## config.mk

```make
export PLATFORM = sky130hd
export DESIGN_NAME = dword_field_unit
export DESIGN_NICKNAME = d
export VERILOG_FILES = /design/src/rtl/fu_pkg.sv /design/src/rtl/fu_desc_reg.sv /design/src/rtl/fu_funnel.sv /design/src/rtl/fu_mask_gen.sv /design/src/rtl/dword_field_unit.sv
export SDC_FILE = /design/constraint.sdc
export NUM_CORES = 1
export LEC_CHECK = 0
export BUFFER_PORTS_ARGS = -buffer_cell sky130_fd_sc_hd__buf_4
export CAP_MARGIN = 20
export CELL_PAD_IN_SITES_DETAIL_PLACEMENT = 0
export CELL_PAD_IN_SITES_GLOBAL_PLACEMENT = 1
export CORE_AREA = 2 2 116 146
export CTS_CLUSTER_SIZE = 40
export DETAILED_ROUTE_END_ITERATION = 8
export DIE_AREA = 0 0 118 148
export GPL_TIMING_DRIVEN = 0
export HOLD_SLACK_MARGIN = 0.02
export PLACE_DENSITY = 0.85
export RECOVER_POWER = 100
export SLEW_MARGIN = 20
export SYNTH_ARGS = -nofsm -noshare
export SYNTH_HDL_FRONTEND = slang
export SYNTH_HIERARCHICAL = 1
export SYNTH_SLANG_ARGS = --single-unit
```

## constraint.sdc

```tcl
create_clock -name clk -period 5.29 [get_ports clk]
set_input_delay 0.529 -clock clk [delete_from_list [all_inputs] [get_ports clk]]
set_output_delay 0.529 -clock clk [all_outputs]
set_load 0.02 [all_outputs]
```

## src/rtl/fu_pkg.sv

```systemverilog
package fu_pkg;

    localparam int WORD_W = 32;
    localparam int DESC_W = 16;
    localparam int CNT_W  = $clog2(WORD_W) + 1;

    typedef struct packed {
        logic             ins;
        logic [CNT_W-1:0] mcnt;
        logic [CNT_W-1:0] scnt;
    } fdesc_t;

    // Clamp a count to the word width.
    function automatic logic [CNT_W-1:0] sat_cnt(input logic [CNT_W-1:0] c);
        return (c > CNT_W'(WORD_W)) ? CNT_W'(WORD_W) : c;
    endfunction

    // Unpack a raw descriptor: shift low, mask next, insert above; upper bits unused.
    function automatic fdesc_t decode(input logic [DESC_W-1:0] raw);
        fdesc_t d;
        d.scnt = sat_cnt(raw[CNT_W-1:0]);
        d.mcnt = sat_cnt(raw[2*CNT_W-1:CNT_W]);
        d.ins  = raw[2*CNT_W];
        return d;
    endfunction

endpackage

```

## src/rtl/fu_desc_reg.sv

```systemverilog
module fu_desc_reg #(
    parameter int DESC_W = 16,
    parameter int WORD_W = 32
) (
    input  logic              clk,
    input  logic              rst_n,
    input  logic              load,
    input  logic [DESC_W-1:0] imm,
    input  logic [WORD_W-1:0] top,
    output logic [DESC_W-1:0] field
);

    typedef struct packed {
        logic [DESC_W-1:0] field;
    } state_t;

    state_t state_d, state_q;
    logic [WORD_W-1:0] sum_w;

    always_comb begin
        state_d = state_q;
        sum_w   = WORD_W'(imm) + top;
        if (load) begin
            state_d.field = sum_w[DESC_W-1:0];
        end
    end

    always_ff @(posedge clk or negedge rst_n) begin
        if (!rst_n) begin
            state_q <= '0;
        end else begin
            state_q <= state_d;
        end
    end

    assign field = state_q.field;

endmodule

```

## src/rtl/fu_funnel.sv

```systemverilog
module fu_funnel #(
    parameter int W  = 32,
    parameter int CW = 6
) (
    input  logic [W-1:0]  hi_word,
    input  logic [W-1:0]  lo_word,
    input  logic [CW-1:0] shamt,
    output logic [W-1:0]  shifted
);

    logic [2*W-1:0] dword;

    always_comb begin
        dword   = {hi_word, lo_word} << shamt;
        shifted = dword[2*W-1:W];
    end

endmodule

```

## src/rtl/fu_mask_gen.sv

```systemverilog
module fu_mask_gen #(
    parameter int W  = 32,
    parameter int CW = 6
) (
    input  logic [CW-1:0] mcnt,
    input  logic [CW-1:0] scnt,
    input  logic          ins,
    output logic [W-1:0]  mask
);

    for (genvar i = 0; i < W; i++) begin : g_bit
        logic in_field;
        logic trimmed;
        assign in_field = CW'(i) < mcnt;
        assign trimmed  = ins && (CW'(i) < scnt);
        assign mask[i]  = in_field && !trimmed;
    end

endmodule

```

## src/rtl/dword_field_unit.sv

```systemverilog
module dword_field_unit
    import fu_pkg::*;
#(
    parameter int WORD_W_P = fu_pkg::WORD_W,
    parameter int DESC_W_P = fu_pkg::DESC_W
) (
    input  logic                clk,
    input  logic                rst_n,
    input  logic                desc_load,
    input  logic [DESC_W_P-1:0] desc_imm,
    input  logic [WORD_W_P-1:0] stack_top,
    input  logic                use_reg,
    input  logic [DESC_W_P-1:0] op_imm,
    input  logic [WORD_W_P-1:0] left_in,
    input  logic [WORD_W_P-1:0] right_in,
    output logic [WORD_W_P-1:0] result_out,
    output logic [DESC_W_P-1:0] field_q
);

    fdesc_t              dsel;
    logic [WORD_W_P-1:0] shifted;
    logic [WORD_W_P-1:0] mask;
    logic [WORD_W_P-1:0] backdrop;

    fu_desc_reg #(.DESC_W(DESC_W_P), .WORD_W(WORD_W_P)) i_desc_reg (
        .clk   (clk),
        .rst_n (rst_n),
        .load  (desc_load),
        .imm   (desc_imm),
        .top   (stack_top),
        .field (field_q)
    );

    always_comb begin
        dsel = decode(use_reg ? field_q : op_imm);
    end

    fu_funnel #(.W(WORD_W_P), .CW(CNT_W)) i_funnel (
        .hi_word (left_in),
        .lo_word (right_in),
        .shamt   (dsel.scnt),
        .shifted (shifted)
    );

    fu_mask_gen #(.W(WORD_W_P), .CW(CNT_W)) i_mask (
        .mcnt (dsel.mcnt),
        .scnt (dsel.scnt),
        .ins  (dsel.ins),
        .mask (mask)
    );

    always_comb begin
        backdrop   = dsel.ins ? right_in : '0;
        result_out = (shifted & mask) | (backdrop & ~mask);
    end

endmodule

```

==> flow_summary.json <==
{
  "core_um2": 16100,
  "crit_fanout": 13,
  "status": "finished, final reports clean",
  "hp-class": "primary input to async pin",
  "tightest_slew_ns": 1.03,
  "fin_crit_ns": 5.13,
  "die_area_um2": 17500,
  "cp-start-kind": "primary input",
  "vias_per_cell": 6.93,
  "dpl.hpwl_um": 28000,
  "cts-resized-gates": 0,
  "report.power.total_uw": 2720,
  "initial_utilization_pct": 43.0,
  "cap_violations": 0,
  "period_share_pct": 96.9,
  "totalWireLength_um": 35100,
  "ys_ff_latch": 16,
  "fmax_mhz": 195,
  "final_nets": 1153,
  "place_congestion": 1.02,
  "grt_max_degree": 17,
  "cts_tree": "built",
  "cts_hold_buf": 0,
  "relSlewSlack_pct": 31.2,
  "drtIter0Drc": 875,
  "endpoint_kind": "output pin",
  "finalMaxSlewViolations": 0,
  "synth_area_um2": 6910,
  "p_leak_uw": 0.00324,
  "grt_pass1_vias": 8267,
  "async_flop_share_pct": 100,
  "overflow": 0,
  "post_synth_num_cell_types": 75,
  "drcViolationCount": 0,
  "die_y_um": 148,
  "reg2regPathDepth": 3,
  "clk_latency_ns": 0.25,
  "hold_viol_final": 0,
  "yosys_warnings": 6,
  "die_w_um": 118,
  "num_io_pins": 180,
  "yosysSeqAreaShare_pct": 5.80,
  "ctsLongestPathBuffers": 2,
  "critical_path_class": "primary input to output pin",
  "drive_above_1_share_pct": 30.2,
  "syn-num-nets": 989,
  "yosys.area.top_type": "mux4_2",
  "num_vias": 8449,
  "ys_top_cells_by_area": "mux4_2, nand2_1, mux2i_1",
  "syn_to_final_growth_pct": 20.6,
  "wl_per_cell_um": 28.8,
  "syn_inst": 841,
  "power_density_nw_per_um2": 326,
  "rsz0062_at_grt": "false",
  "largest_reg_flops": 16,
  "cts.htree.levels": 1,
  "row_count": 52,
  "critPathArrivalTime_ns": 4.60,
  "fin_setup_tns_ns": 0,
  "syn_area_per_cell_um2": 8.21,
  "fillCellCount": 1642,
  "drtPass1Iterations": 5,
  "cts_sinks": 16,
  "postRouteAntennaNets": 0,
  "n_antenna_cell": 0,
  "clk_pin_slew_worst_paths_ns": 0.06,
  "post_cts_buffers": 0,
  "cp.required_ns": 4.76,
  "grt_antenna_before_repair": 0,
  "final_common_cell": "nand2_1",
  "grt_pass1_wl_um": 51700,
  "grt.total_usage_pct": 39.1,
  "cts_made_buffers": 3,
  "numPortBuffers": 159,
  "yosys.area.top_type_share_pct": 24.5,
  "ctsRootBufferMaster": "clkbuf_16",
  "synth_edf_count": 0,
  "final-setup-viol-count": 0,
  "mostFrequentLayoutCells": "nand2_1, buf_4, mux4_2",
  "finalClockSkew_ns": 0,
  "ir_drop_v": 0.000174,
  "synth_flop_cell": "dfrtp_1"
}
==> layer usage <==
layer	track usage, %	wire [um]
met4	20.6	2390
met5	0	0
met3	10.3	4130
met2	68.0	16900
met1	44.0	11700
==> logic make-up after synthesis <==
| group | count (synthesis) | synth area share (%) |
|---|---|---|
| multiplexers | 171 | 39.1 |
| flip-flops | 16 | 5.80 |
| AO/OA/AOI/OAI | 242 | 24.1 |
| AND/OR/NAND/NOR | 305 | 20.2 |
| XOR/XNOR | 8 | 1.01 |
| adder cells (fa/ha/maj) | 16 | 3.01 |
| buffers and inverters | 83 | 6.74 |
==> worst max-delay path, cell delays in order <==
cell,delay (ns)
buf_6,0.11
mux2_1,0.53
a21oi_1,0.35
buf_6,0.20
clkbuf_2,0.32
clkbuf_2,0.38
clkbuf_1,0.58
mux4_2,0.47
mux2i_1,0.35
a21oi_1,0.11
o21ai_0,0.18
o211ai_1,0.17
nand2_1,0.08
o21ai_1,0.06
buf_4,0.16
==> final timing paths <==
kind                       slack (ns)                   end            startpoint
max reg2reg                      4.30   i_desc_reg/field[9]   i_desc_reg/field[9]
max                              0.16        result_out[31]               use_reg
min in group clk                 0.51  i_desc_reg/field[15]  i_desc_reg/field[15]
max in group asynchronous        4.24   i_desc_reg/field[7]                 rst_n
min reg2reg                      0.51  i_desc_reg/field[15]  i_desc_reg/field[15]
min                              0.43  i_desc_reg/field[13]                 rst_n
==> report_power, final <==
group	switching (uW)	total (uW)	internal (uW)
Sequential	25.4	174	148
Combinational	1490	2380	891
Clock	52.2	167	115
Total	1560	2720	1150
==> synthesized netlist by cell type (8+ instances only) <==
master and n:
a221oi_1 16, o211ai_1 9, buf_6 12, buf_4 11
nor2_1 59, o21ai_1 29, a31oi_1 9, nor3_1 9
inv_1 9, mux2i_1 57, a22oi_1 14, ha_1 15
nand2b_1 8, clkbuf_1 25, mux2_2 38, o21ai_0 30
buf_2 18, a211oi_1 11, dfrtp_1 16, nor2b_1 11
nand3_1 17, mux4_2 75, nand2_1 159, a21oi_1 46
o22ai_1 10
==> cell type report <==
class / instances / area, um^2 / area share (%)
well taps: 216 / 270 / 3.24
multi-input cells: 742 / 6020 / 72.3
inverters: 12 / 45.0 / 0.541
flip-flops and latches: 16 / 400 / 4.81
repair buffers: 159 / 1090 / 13.1
plain buffers: 71 / 415 / 4.99
clock buffers: 4 / 88.8 / 1.07
==> per-stage QoR <==
| step | hold WS [ns] | instances | setup slack, ns | cell area [um^2] | utilization (%) |
|---|---|---|---|---|---|
| 2_1_floorplan | 0.233 | 841 | 1.52 | 6910 | - |
| 3_3_place_gp | 0.417 | 1216 | 0.272 | 8370 | 52.1 |
| 3_5_place_dp | 0.417 | 1216 | 0.318 | 8370 | 52.1 |
| 4_1_cts | 0.150 | 1220 | 0.237 | 8460 | 52.6 |
| 5_1_grt | 0.491 | 1220 | 0.0662 | 8330 | 51.8 |
| 6_report | 0.426 | 1220 | 0.164 | 8330 | 51.8 |
Power figures use the tool's default switching activity.
